File: src/rtl/mdp_pkg.sv
package mdp_pkg;

    typedef enum logic [1:0] {
        SEL_A_OUT = 2'd0,
        SEL_B_OUT = 2'd1,
        SEL_A_DIR = 2'd2,
        SEL_B_DIR = 2'd3
    } mdp_sel_e;

    typedef enum logic {
        DRV_OPEN_DRAIN = 1'b0,
        DRV_PUSH_PULL  = 1'b1
    } mdp_drive_e;

    typedef struct packed {
        logic en;
        logic lvl;
    } mdp_pad_t;

    // Pad control for one line from its direction and output bits.
    function automatic mdp_pad_t pad_of(mdp_drive_e kind, logic is_in, logic val);
        mdp_pad_t p;
        if (kind == DRV_OPEN_DRAIN) begin
            p.en  = ~is_in & ~val;
            p.lvl = 1'b0;
        end else begin
            p.en  = ~is_in;
            p.lvl = ~is_in & val;
        end
        return p;
    endfunction

endpackage

File: src/rtl/mdp_port_group.sv
module mdp_port_group
    import mdp_pkg::*;
#(
    parameter int         W       = 4,
    parameter mdp_drive_e KIND    = DRV_PUSH_PULL,
    parameter mdp_sel_e   OUT_SEL = SEL_B_OUT,
    parameter mdp_sel_e   DIR_SEL = SEL_B_DIR
) (
    input  logic         clk,
    input  logic         por_rst,
    input  logic         strap,
    input  logic         wr_stb,
    input  mdp_sel_e     wr_sel,
    input  logic [W-1:0] wr_nib,
    output logic [W-1:0] pad_en,
    output logic [W-1:0] pad_lvl
);

    logic [W-1:0] out_q;
    logic [W-1:0] dir_q;

    always_ff @(posedge clk) begin
        if (por_rst) begin
            out_q <= {W{strap}};
            dir_q <= '0;
        end else if (wr_stb) begin
            if (wr_sel == OUT_SEL) out_q <= wr_nib;
            if (wr_sel == DIR_SEL) dir_q <= wr_nib;
        end
    end

    for (genvar i = 0; i < W; i++) begin : g_line
        mdp_pad_t pad;
        assign pad        = pad_of(KIND, dir_q[i], out_q[i]);
        assign pad_en[i]  = pad.en;
        assign pad_lvl[i] = pad.lvl;
    end

endmodule

File: src/rtl/mdp_in_sampler.sv
module mdp_in_sampler #(
    parameter int W      = 4,
    parameter int STAGES = 2
) (
    input  logic         clk,
    input  logic         por_rst,
    input  logic         smp_stb,
    input  logic [W-1:0] pin_i,
    output logic [W-1:0] cap_q
);

    localparam int LAST = STAGES - 1;

    logic [W-1:0] sync_q [STAGES];

    for (genvar s = 0; s < STAGES; s++) begin : g_stage
        always_ff @(posedge clk) begin
            if (por_rst)     sync_q[s] <= '0;
            else if (s == 0) sync_q[s] <= pin_i;
            else             sync_q[s] <= sync_q[(s == 0) ? 0 : s - 1];
        end
    end

    always_ff @(posedge clk) begin
        if (por_rst)      cap_q <= '0;
        else if (smp_stb) cap_q <= sync_q[LAST];
    end

endmodule

File: src/rtl/mixdrv_port_bank.sv
module mixdrv_port_bank
    import mdp_pkg::*;
#(
    parameter int PIN_W       = 4,
    parameter int SYNC_STAGES = 2
) (
    input  logic             clk,
    input  logic             por_rst,
    input  logic             strap,
    input  logic             wr_stb,
    input  logic [1:0]       wr_sel,
    input  logic [PIN_W-1:0] wr_nib,
    input  logic             smp_stb,
    input  logic [PIN_W-1:0] pin_a,
    input  logic [PIN_W-1:0] pin_b,
    output logic [PIN_W-1:0] a_oe,
    output logic [PIN_W-1:0] a_lvl,
    output logic [PIN_W-1:0] b_oe,
    output logic [PIN_W-1:0] b_lvl,
    output logic [PIN_W-1:0] in_a,
    output logic [PIN_W-1:0] in_b
);

    mdp_sel_e sel_e;
    assign sel_e = mdp_sel_e'(wr_sel);

    mdp_port_group #(
        .W(PIN_W), .KIND(DRV_OPEN_DRAIN), .OUT_SEL(SEL_A_OUT), .DIR_SEL(SEL_A_DIR)
    ) u_grp_a (
        .clk(clk), .por_rst(por_rst), .strap(strap), .wr_stb(wr_stb),
        .wr_sel(sel_e), .wr_nib(wr_nib), .pad_en(a_oe), .pad_lvl(a_lvl)
    );

    mdp_port_group #(
        .W(PIN_W), .KIND(DRV_PUSH_PULL), .OUT_SEL(SEL_B_OUT), .DIR_SEL(SEL_B_DIR)
    ) u_grp_b (
        .clk(clk), .por_rst(por_rst), .strap(strap), .wr_stb(wr_stb),
        .wr_sel(sel_e), .wr_nib(wr_nib), .pad_en(b_oe), .pad_lvl(b_lvl)
    );

    mdp_in_sampler #(.W(PIN_W), .STAGES(SYNC_STAGES)) u_smp_a (
        .clk(clk), .por_rst(por_rst), .smp_stb(smp_stb), .pin_i(pin_a), .cap_q(in_a)
    );

    mdp_in_sampler #(.W(PIN_W), .STAGES(SYNC_STAGES)) u_smp_b (
        .clk(clk), .por_rst(por_rst), .smp_stb(smp_stb), .pin_i(pin_b), .cap_q(in_b)
    );

endmodule

File: config.mk
export PLATFORM = sky130hd
export DESIGN_NAME = mixdrv_port_bank
export DESIGN_NICKNAME = d
export VERILOG_FILES = /design/src/rtl/mdp_pkg.sv /design/src/rtl/mdp_port_group.sv /design/src/rtl/mdp_in_sampler.sv /design/src/rtl/mixdrv_port_bank.sv
export SDC_FILE = /design/constraint.sdc
export NUM_CORES = 1
export LEC_CHECK = 0
export BUFFER_PORTS_ARGS = -buffer_cell sky130_fd_sc_hd__buf_2
export CAP_MARGIN = 0
export CORE_MARGIN = 8
export CORE_UTILIZATION = 45
export CTS_CLUSTER_SIZE = 20
export DETAILED_ROUTE_END_ITERATION = 10
export PLACE_DENSITY = 0.73
export SLEW_MARGIN = 15
export SYNTH_ARGS = -nofsm -noshare
export SYNTH_HDL_FRONTEND = slang
export SYNTH_SLANG_ARGS = --single-unit
File: constraint.sdc
create_clock -name clk -period 1.2 [get_ports clk]
set_clock_uncertainty 0.2 [all_clocks]
set_input_delay 0 -clock clk [delete_from_list [all_inputs] [get_ports clk]]
set_output_delay 0 -clock clk [all_outputs]
set_load 0.02 [all_outputs]
=== After elaboration in Yosys (flattened, before gate mapping) ===
Memory sizes are Yosys's and may differ from the RTL's. A register that Yosys moved wholly into a read port is not among the register bits.
Index checks and enable logic that the tools add are counted.

* Add/subtract/negate cells: 0
* $mul: 0
* Div/mod/pow operators: 0
* Magnitude comparators: 0
* Eq/ne operators: 3
* Shift operators: 0
* Muxes and demuxes: 13
* Bitwise logic cells: 24
* Reduce and logical (&&, ||, !) cells: 8

{| class="wikitable"
|+ Operator list
! cell !! number
|-
| 4-bit two-way mux || 10
|-
| 1-bit NOT || 12
|-
| 1-bit bitwise AND || 8
|-
| 2-bit AND reduction || 4
|-
| 2-bit nonzero test || 3
|-
| 2-bit equality test, second input constant || 2
|-
| 1-bit OR || 4
|-
| 1-bit two-way mux || 3
|-
| 2-bit by 1-bit equality test with 1-bit output, second input constant || 1
|-
| 2-bit zero test || 1
|}

* Register bits after elaboration: 16
* Bits in latches: 0
* Memory bits (writable): 16
* Memory bits (read-only): 0
* Bits of input ports: 19
* Output and inout bits: 24
* Logic and storage cells: 54
* Memories kept: 2

{| class="wikitable"
|+ Memory list
! memory !! words !! bits a word !! read ports !! clocked after memory_dff !! wr ports !! RTL line !! text
|-
| u_smp_a.sync_q || 2 || 4 || 2 || 1 || 2 || mdp_in_sampler.sv:14 || <nowiki>logic [W-1:0] sync_q [STAGES];</nowiki>
|-
| u_smp_b.sync_q || 2 || 4 || 2 || 1 || 2 || mdp_in_sampler.sv:14 ||
|}

=== Longest topological paths before layout ===
Gate-level depths: netlist of run 1.

* Depth in word-level cells: 4
* Mapped depth: 3
* Depth with buffers taken out: 2

=== Modules after synthesis ===
A second synthesis of run 1 with hierarchy kept.

* Cell total of the unflattened synthesis: 133
* Area, all modules: 1485.2 um2

{| class="wikitable"
|+ Modules (own cells, without submodules)
! module !! instances !! cells an instance !! area an instance (um2) !! sequential area each (um2)
|-
| mdp_in_sampler || 2 || 30 || 361.6 || 240.2
|-
| mdp_port_group (u_grp_a) || 1 || 37 || 391.6 || 200.2
|-
| mdp_port_group (u_grp_b) || 1 || 36 || 370.4 || 200.2
|}

=== Worst setup path before layout of run 1 ===
Ideal clock, no wire load.

* Path type: input-to-reg
* From: input por_rst
* To: register u_grp_b.out_q[0] (enable)
* Setup time: 0.337 ns
* Arrival: 0.499 ns
* Required time: 0.663 ns
* Path slack: 0.164 ns
* Cell stages on the path: 3
* Buffers on the path: 2
* Cells stage by stage: clkbuf_2 -> buf_4 -> o21bai_1

* Longest elaborated chain between the ends: 2
* Elaborated cells between the ends (all ways): 3
* Those cells by class: 3 x reduce/logical

{| class="wikitable"
|+ Ends and longest elaborated chain
! element !! RTL line !! text
|-
| start: declaration || mixdrv_port_bank.sv:8 || <nowiki>input logic por_rst,</nowiki>
|-
| 2-bit nonzero test (no source line) || n/a ||
|-
| 2-bit AND reduction (no source line) (*) || n/a ||
|-
| end signal: assignment || mdp_port_group.sv:24 || <nowiki>out_q <= {W{strap}};</nowiki>
|-
| end signal: assignment || mdp_port_group.sv:27 || <nowiki>if (wr_sel == OUT_SEL) out_q <= wr_nib;</nowiki>
|-
| end: declaration || mdp_port_group.sv:19 || <nowiki>logic [W-1:0] out_q;</nowiki>
|}

Mark *: on every way between the ends. The rest lies on a longest branch, timed or not.
A chain may end at the register's enable or synchronous reset.

=== Worst setup path in the final report of run 1 ===
* From: input wr_sel[1]
* To: register u_grp_a.out_q[0] (enable)

* Longest elaborated chain between the ends: 3

{| class="wikitable"
|+ Ends and longest elaborated chain
! element !! RTL line !! text
|-
| start: declaration || mixdrv_port_bank.sv:11 || <nowiki>input logic [1:0] wr_sel,</nowiki>
|-
| 2-bit zero test || mdp_port_group.sv:27 ||
|-
| 2-bit nonzero test (no source line) || n/a ||
|-
| 2-bit AND reduction (no source line) || n/a ||
|-
| end signal: assignment || mdp_port_group.sv:24 ||
|-
| end signal: assignment || mdp_port_group.sv:27 ||
|-
| end: declaration || mdp_port_group.sv:19 ||
|}

Every way passes these cells.

==> results of run 1 <==
## cell usage after synthesis, drive strengths merged
cell    count  area (µm²)
dfxtp      32         641
nor2b      20         125
mux2i      16         160
nand2b     13        81.3
nor2       12        45.0
edfxtp      8         240
buf         7        53.8
inv         5        18.8
nand2       5        18.8
clkbuf      3        12.5
o21bai      2        15.0
and3b       1        8.76
conb        1        3.75
nand3       1        5.00
## through the flow
stage / worst slack (ns) / setup TNS (ns)
after global routing: -0.109 / -1.19
after CTS: -0.0347 / -0.169
after detailed placement: 0.0811 / 0
final: -0.0639 / -0.430
after global placement: 0.112 / 0
after floorplan: 0.164 / 0
## layout make-up
| type | count | area [µm²] |
|---|---|---|
| clock buffer | 7 | 66.3 |
| clock inverter | 1 | 30.0 |
| fill | 238 | 1080 |
| inverter | 5 | 18.8 |
| multi-input combinational | 74 | 493 |
| sequential | 40 | 882 |
| tap | 44 | 55.1 |
| timing repair buffer | 57 | 399 |
## logic make-up after synthesis
logic type      synth area share
compound gates            0.0105
flops                      0.616
buf+inv                   0.0595
other cells              0.00262
mux                        0.112
simple gates               0.199
## power groups by stage
stage	sequential [mW]	combinational, mW	clock [mW]
after CTS	1.47	0.321	0.999
after global placement	1.50	0.263	0
after detailed placement	1.50	0.269	0
after floorplan	1.50	0.185	0
after global routing	1.48	0.369	1.06
final	1.47	0.341	0.975
## layout by cell type (no fill, tap or decap), drive strengths merged
master	synthesis	routed
and3b	1	1
buf	7	38
bufinv	0	1
clkbuf	3	8
conb	1	4
dfxtp	32	32
dlygate4sd3	0	18
edfxtp	8	8
inv	5	5
mux2i	16	16
nand2	5	5
nand2b	13	13
nand3	1	1
nor2	12	12
nor2b	20	20
o21bai	2	2
## registers in the layout, summed over array words and instances (netlist names)
| register | cells |
|---|---|
| u_smp_b.sync_q | 8 |
| u_grp_a.dir_q | 4 |
| u_grp_b.out_q | 4 |
| u_grp_b.dir_q | 4 |
| u_grp_a.out_q | 4 |
| u_smp_a.sync_q | 8 |
| u_smp_b.cap_q | 4 |
| u_smp_a.cap_q | 4 |
## metal layers
layer,routed length [µm],GRT usage
met5,0,0
met4,14,0.0363
met3,205,0.0661
met2,1380,0.171
met1,1180,0.118
## critical path: stages
cell and delay (ns):
buf_2 0.09, dlygate4sd3_1 0.57, nand2b_1 0.20, o21bai_2 0.22
## worst max path at each step
stage                                 from          endpoint  slack (ns)  depth (start not counted)
final                            wr_sel[1]  u_grp_a.out_q[0]       -0.06                          4
after CTS                 u_grp_b.out_q[0]          b_lvl[0]       -0.03                          2
after global routing             wr_sel[1]  u_grp_a.out_q[0]       -0.11                          4
after floorplan                    por_rst  u_grp_b.out_q[0]        0.16                          3
after detailed placement         wr_sel[1]  u_grp_a.out_q[1]        0.08                          3
after global placement           wr_sel[1]  u_grp_a.out_q[1]        0.11                          3
## what timing repair did
item                       4_1_cts  5_1_grt
setup endpoints to repair        8       22
pin swaps                        0        0
hold endpoints to repair        40       14
hold buffers                    17        1
resized for setup                4       10
==> results.yml, run 1 <==
worst_hold_path:
  min_path_cells: 3
  hold_path_class: "input port to flop"
  min_from: "pin_a[2]"
  hold_end: "u_smp_a.sync_q[0][2]"
worst_setup_path:
  r2r_end: "u_grp_b.dir_q[3]"
  cp.arrival_ns: 1.09
  critPathMaxFanout: 4
  cp.required_ns: 1.03
  critPathKind: "input port to flop"
  regToRegStartpoint: "u_grp_b.dir_q[3]"
  start_kind: "input port"
  worstRegToRegCells: 2
  r2r_setup_slack_ns: 0.33
  end_kind: "flop"
timing:
  grt_setup_unrepaired: "true"
  period_share: 1.05
  whs_ns: 0.204
  setup_viol: 13
  slew_viol_final: 0
  final-hold-violation-count: 0
  max_freq_mhz: 791
  setup_ws_ns: -0.0639
  period_needed_ns: 1.26
clock_network:
  clock-sinks: 40
  root_buffer: "clkbuf_4"
  path_clk_slew_ns: 0.11
  htree_levels: 2
  clk-insertion-delay-late_ns: 0.33
  cts.path.max_buffers: 2
  postCtsSetupBuffers: 0
  tritoncts: "yes"
  cts_buffers: 5
power_and_ir_drop:
  comb_power_share: 0.122
  seqPwrFrac: 0.528
  switching_share: 0.218
  power.density_nw_per_um2: 1430
  clkPwrFrac: 0.350
  total_leakage_power_nw: 0.884
  power.internal_mw: 2.18
  p_sw_mw: 0.608
  ir_drop_uv: 852
  power.total_mw: 2.79
yosys:
  ys_seq_area_frac: 0.616
  yosysWarningCount: 0
  synthCells: 126
  synth_cell_types: 17
  syn_area_per_cell_um2: 11.3
  post_synth_instance_area_um2: 1430
  synth_seq_cells: 40
status:
  status: "finished, violations left"
  violations: "setup timing"
drt:
  wire_per_inst_um: 12.2
  num_vias: 984
  firstDrtPassIters: 7
  antenna_left: 0
  drt_iter0_drc: 38
  drt-total-wl_um: 2780
  drt-vias-per-instance: 4.32
  route.detailed.drc: 0
grt:
  antenna_found_initial: 0
  grt_pass1_vias: 976
  grt_usage: 0.109
  overflow: 0
  grt_pass1_wl_um: 4360
  grt_start_max_net_pins: 25
cells_and_area:
  final_area_um2: 1940
  n_antenna_cell: 0
  final_util: 0.642
  fin_cells: 228
  drive_above_1_share: 0.283
  layout.nets: 202
  areaGrowthSynthToFinish_pct: 36.1
placed_design:
  dp_cells: 202
  port_buffers: 38
  gp_congestion: 0.809
  placed_area_um2: 1630
  dpl.hpwl_um: 1940
run:
  maxCapViolations: 0
floorplanning:
  start_util: 0.472
  die_y_um: 72.4
  num_io_pins: 43
  dieWidth_um: 72.4
  coreArea_um2: 3030
  row_count: 20
  dieArea_um2: 5230
Power figures use the tool's default switching activity.
==> run 2: changes to the inputs <==
--- a/config.mk
+++ b/config.mk
@@ -5,6 +5,7 @@
 export SDC_FILE = /design/constraint.sdc
 export NUM_CORES = 1
 export LEC_CHECK = 0
+export ABC_AREA = 1
 export BUFFER_PORTS_ARGS = -buffer_cell sky130_fd_sc_hd__buf_2
 export CAP_MARGIN = 0
 export CORE_MARGIN = 8
==> results.yml, run 2 <==
placed_design:
  dpl_worst_slack_ns: 0.180
  dpl.hpwl_um: 1930
  gp_congestion: 0.696
  dp_cells: 255
  port_buffers: 38
floorplanning:
  dieArea_um2: 5340
  dieWidth_um: 73.1
  num_io_pins: 43
  row_count: 20
  die_y_um: 73.1
  start_util: 0.476
  coreArea_um2: 3080
cells_and_area:
  fin_cells: 281
  areaGrowthSynthToFinish_pct: 31.3
  n_antenna_cell: 0
  layout.nets: 255
  layout_common_cells: "nor2_1 (57), dfxtp_1 (32), inv_1 (30), buf_2 (30), nand2_1 (27)"
  largestRegisters: "u_smp_a.sync_q x8, u_smp_b.sync_q x8"
  drive_above_1_share: 0.224
  final_common_cell: "nor2_1"
drt:
  antenna_left: 0
  num_vias: 1164
  wire_per_inst_um: 9.87
  drt_iter0_drc: 59
  drt-total-wl_um: 2770
  drt-vias-per-instance: 4.14
  firstDrtPassIters: 4
  route.detailed.drc: 0
grt:
  grt_start_max_net_pins: 23
  overflow: 0
  grt_usage: 0.112
  grt_pass1_vias: 1108
  grt_pass1_wl_um: 4710
  antenna_found_initial: 0
clock_network:
  cts_buffers: 5
  path_clk_slew_ns: 0.11
  htree_levels: 2
  clock-sinks: 40
  tritoncts: "yes"
  cts.path.max_buffers: 2
  root_buffer: "clkbuf_4"
  postCtsSetupBuffers: 0
  clk-insertion-delay-late_ns: 0.34
yosys:
  synth_top_area_frac: 0.437
  yosysWarningCount: 0
  synth-async-reset-ratio: 0
  synth_seq_cells: 40
  synthCells: 177
  synthTopCellsByCount: "nor2_1 (57), dfxtp_1 (32), inv_1 (30)"
  synth_most_common_cell: "nor2_1"
  post_synth_instance_area_um2: 1470
  ys_seq_area_frac: 0.601
  synth_cell_types: 15
  syn_area_per_cell_um2: 8.28
  synth_edf_count: 8
  synthTopCellsByArea: "dfxtp_1 (44%), edfxtp_1 (16%), nor2_1 (15%)"
  yosysTopAreaCell: "dfxtp_1"
  ys.flop_type: "dfxtp_1"
worst_setup_path:
  end_kind: "output pin"
  critPathKind: "flop to output pin"
  worstRegToRegCells: 2
  critPathMaxFanout: 1
  cp.arrival_ns: 0.97
  r2r_setup_slack_ns: 0.36
  start_kind: "flop"
  cp.required_ns: 1.00
  regToRegStartpoint: "u_smp_b.cap_q[3]"
  r2r_end: "u_smp_b.cap_q[3]"
worst_hold_path:
  min_path_cells: 4
  hold_end: "u_smp_b.sync_q[0][0]"
  min_from: "pin_b[0]"
  hold_path_class: "input port to flop"
status:
  status: "complete, no violations"
timing:
  max_freq_mhz: 853
  setup_ws_ns: 0.0281
  slew_viol_final: 0
  grt_setup_unrepaired: "true"
  setup_viol: 0
  period_needed_ns: 1.17
  final-hold-violation-count: 0
  period_share: 0.977
power_and_ir_drop:
  power.density_nw_per_um2: 1330
  ir_drop_uv: 849
  total_leakage_power_nw: 0.994
run:
  maxCapViolations: 0
## run 2: cell type report
type / instances / area (µm²)
Sequential cell: 40 / 881
Multi-Input combinational cell: 100 / 403
Timing Repair Buffer: 57 / 398
Fill cell: 268 / 1150
Clock buffer: 6 / 51.3
Clock inverter: 2 / 10.0
Inverter: 32 / 125
Tap cell: 44 / 55.1
## run 2: power by group
part	leakage, nW	switching, mW	internal, mW	total (mW)
sequential	0.343	0.0287	1.46	1.49
clock	0.0380	0.402	0.279	0.680
combinational	0.613	0.228	0.166	0.394
## run 2: what timing repair did
item                                    4_1_cts  5_1_grt
endpoints found under the setup margin        3       16
endpoints found under the hold margin        44        0
hold buffers                                 18        0
gates resized for setup                       3        7
## run 2: worst max-delay path by stage
stage,from,endpoint,slack (ns),depth (start not counted)
floorplan,u_grp_b.dir_q[2],u_grp_b.dir_q[2],0.29,4
global route,u_grp_a.out_q[2],a_oe[2],-0.04,2
global placement,wr_stb,u_grp_a.out_q[2],0.20,5
detailed placement,wr_stb,u_grp_a.out_q[0],0.18,5
finish,u_grp_a.out_q[2],a_oe[2],0.03,2
CTS,u_grp_a.out_q[2],a_oe[2],0.005,2
## run 2: logic make-up after synthesis
group           after synthesis  synth area share
compound gates                8            0.0273
other cells                   1           0.00256
simple gates                 88             0.234
buf+inv                      40             0.135
flops                        40             0.601
## run 2: per-layer routing
metal  share of wire  vias to the layer above  GRT usage
met5               0                        -          0
li1                -                      627          -
met2            0.51                       34      0.195
met4          0.0036                        0     0.0333
met3           0.072                        2     0.0522
met1            0.41                      501      0.117
## run 2: metrics by stage
step | power, mW | cell area (µm²) | TNS, ns | hold slack, ns | utilization
after CTS | 2.58 | 1910 | 0 | 0.178 | 0.619
after global routing | 2.72 | 1920 | -0.242 | 0.174 | 0.625
final | 2.56 | 1920 | 0 | 0.193 | 0.625
after detailed placement | 1.85 | 1660 | 0 | 0.00588 | 0.538
after floorplan | 1.74 | 1480 | 0 | -0.0930 | -
after global placement | 1.84 | 1660 | 0 | -0.000180 | 0.538
## run 2: critical path: stages, from the launching register on
cell and delay [ns]:
edfxtp_1 0.39, nor2_1 0.10, buf_4 0.15
==> run 3: changes to the inputs <==
--- a/config.mk
+++ b/config.mk
@@ -5,10 +5,9 @@
 export SDC_FILE = /design/constraint.sdc
 export NUM_CORES = 1
 export LEC_CHECK = 0
-export ABC_AREA = 1
 export BUFFER_PORTS_ARGS = -buffer_cell sky130_fd_sc_hd__buf_2
 export CAP_MARGIN = 0
-export CORE_MARGIN = 8
+export CORE_MARGIN = 2
 export CORE_UTILIZATION = 45
 export CTS_CLUSTER_SIZE = 20
 export DETAILED_ROUTE_END_ITERATION = 10
==> results.yml, run 3 (synthesized netlist as in run 1, its figures left out) <==
run:
  maxCapViolations: 0
placed_design:
  placed_area_um2: 1630
  port_buffers: 38
  gp_congestion: 0.711
  dpl.hpwl_um: 1730
floorplanning:
  start_util: 0.472
  num_io_pins: 43
  coreArea_um2: 3030
  die_y_um: 60.4
  dieWidth_um: 60.4
  row_count: 20
  dieArea_um2: 3640
cells_and_area:
  layout.nets: 202
  areaGrowthSynthToFinish_pct: 34.6
  layout_common_cells: "buf_2 (32), dfxtp_1 (32), nor2b_1 (20)"
  multi_input_area_um2: 484
  n_antenna_cell: 0
  fillCellCount: 246
  largestRegisters: "u_smp_a.sync_q x8, u_smp_b.sync_q x8"
  drive_above_1_share: 0.266
  final_area_um2: 1920
  ff_latch_area_um2: 881
power_and_ir_drop:
  ir_drop_uv: 706
  total_leakage_power_nw: 0.875
  power.density_nw_per_um2: 1410
  power.total_mw: 2.71
worst_setup_path:
  crit_buf_inv: 1
  end_kind: "output pin"
  critPathTopFamily: "flip-flops"
  path_depth: 2
  critPathMaxFanout: 1
  critPathKind: "flop to output pin"
  path_cells: "nor2b_1 -> buf_2"
  startpoint: "u_grp_b.out_q[3]"
  cp.arrival_ns: 1.02
  cpPeakStageDelay_ns: 0.39
  cp.required_ns: 1.00
  slowest_stage: "edfxtp_1"
  regToRegStartpoint: "u_grp_b.dir_q[0]"
  r2r_end: "u_grp_b.dir_q[0]"
  worstRegToRegCells: 2
  r2r_setup_slack_ns: 0.37
  start_kind: "flop"
timing:
  slew_viol_final: 0
  grt_setup_unrepaired: "true"
  whs_ns: -0.0301
  setup_viol: 5
  max_freq_mhz: 819
  final-hold-violation-count: 8
  period_needed_ns: 1.22
  setup_ws_ns: -0.0211
  period_share: 1.02
clock_network:
  tritoncts: "yes"
  path_clk_slew_ns: 0.12
  cts.path.max_buffers: 2
  root_buffer: "clkbuf_4"
  htree_levels: 2
  clk-insertion-delay-late_ns: 0.34
  cts_buffers: 5
  clock-sinks: 40
grt:
  overflow: 0
  antenna_found_initial: 0
  grt_start_max_net_pins: 25
  grt_pass1_vias: 890
  grt_usage: 0.157
  grt_pass1_wl_um: 4040
drt:
  drt_iter0_drc: 13
  drt-total-wl_um: 2530
  num_vias: 993
  drt-vias-per-instance: 4.36
  antenna_left: 0
  route.detailed.drc: 0
  wire_per_inst_um: 11.1
  firstDrtPassIters: 4
worst_hold_path:
  min_from: "wr_sel[1]"
  hold_path_class: "input port to flop"
  min_path_cells: 3
  hold_end: "u_grp_b.out_q[1]"
status:
  violations: "hold timing, setup timing"
  status: "finished, violations left"
[run 3: where the power goes]
group	internal (mW)	total, mW	switching, mW
clock network	0.483	0.905	0.421
registers	1.45	1.47	0.0259
logic	0.158	0.329	0.170
total	2.09	2.71	0.618
[run 3: metal layers]
| metal | vias to the layer above | global-route usage | wire [µm] |
|---|---|---|---|
| li1 | 505 | - | - |
| met1 | 448 | 0.196 | 1150 |
| met2 | 34 | 0.245 | 1180 |
| met3 | 6 | 0.0640 | 159 |
| met4 | 0 | 0.0571 | 37 |
| met5 | - | 0 | 0 |
[run 3: cell type report]
class,instances,area share
inverters,5,0.00976
clock buffers,8,0.0475
repair buffers,57,0.204
flip-flops and latches,40,0.458
multi-input cells,74,0.252
well taps,44,0.0286
[run 3: tightest hold or removal path, cell delays in order]
cell      delay [ns]
buf_2           0.09
nand2b_1        0.14
o21bai_2        0.11
[run 3: worst max path at each step]
| stage | to | slack [ns] |
|---|---|---|
| final | b_lvl[3] | -0.02 |
| after global routing | a_oe[1] | -0.07 |
| after CTS | b_lvl[1] | -0.03 |
| after detailed placement | u_grp_a.out_q[3] | 0.05 |
| after global placement | u_grp_a.out_q[1] | 0.11 |
| after floorplan | u_grp_b.out_q[0] | 0.16 |
[run 3: through the flow]
stage                     worst slack [ns]  hold WS (ns)  std cells  TNS, ns  utilization
after global placement               0.112        0.0102        202        0        0.537
after CTS                          -0.0343       -0.0886        226  -0.0883        0.624
after floorplan                      0.164       -0.0718        129        0            -
final                              -0.0211       -0.0301        228  -0.0744        0.635
after global routing               -0.0714       -0.0173        228   -0.417        0.635
after detailed placement            0.0503        0.0146        202        0        0.537
[run 3: what timing repair did]
item,CTS,global route
endpoints found under the setup margin,8,22
resized for setup,4,5
hold buffers,16,2
setup buffers,0,0
pin swaps,0,0
endpoints found under the hold margin,40,16
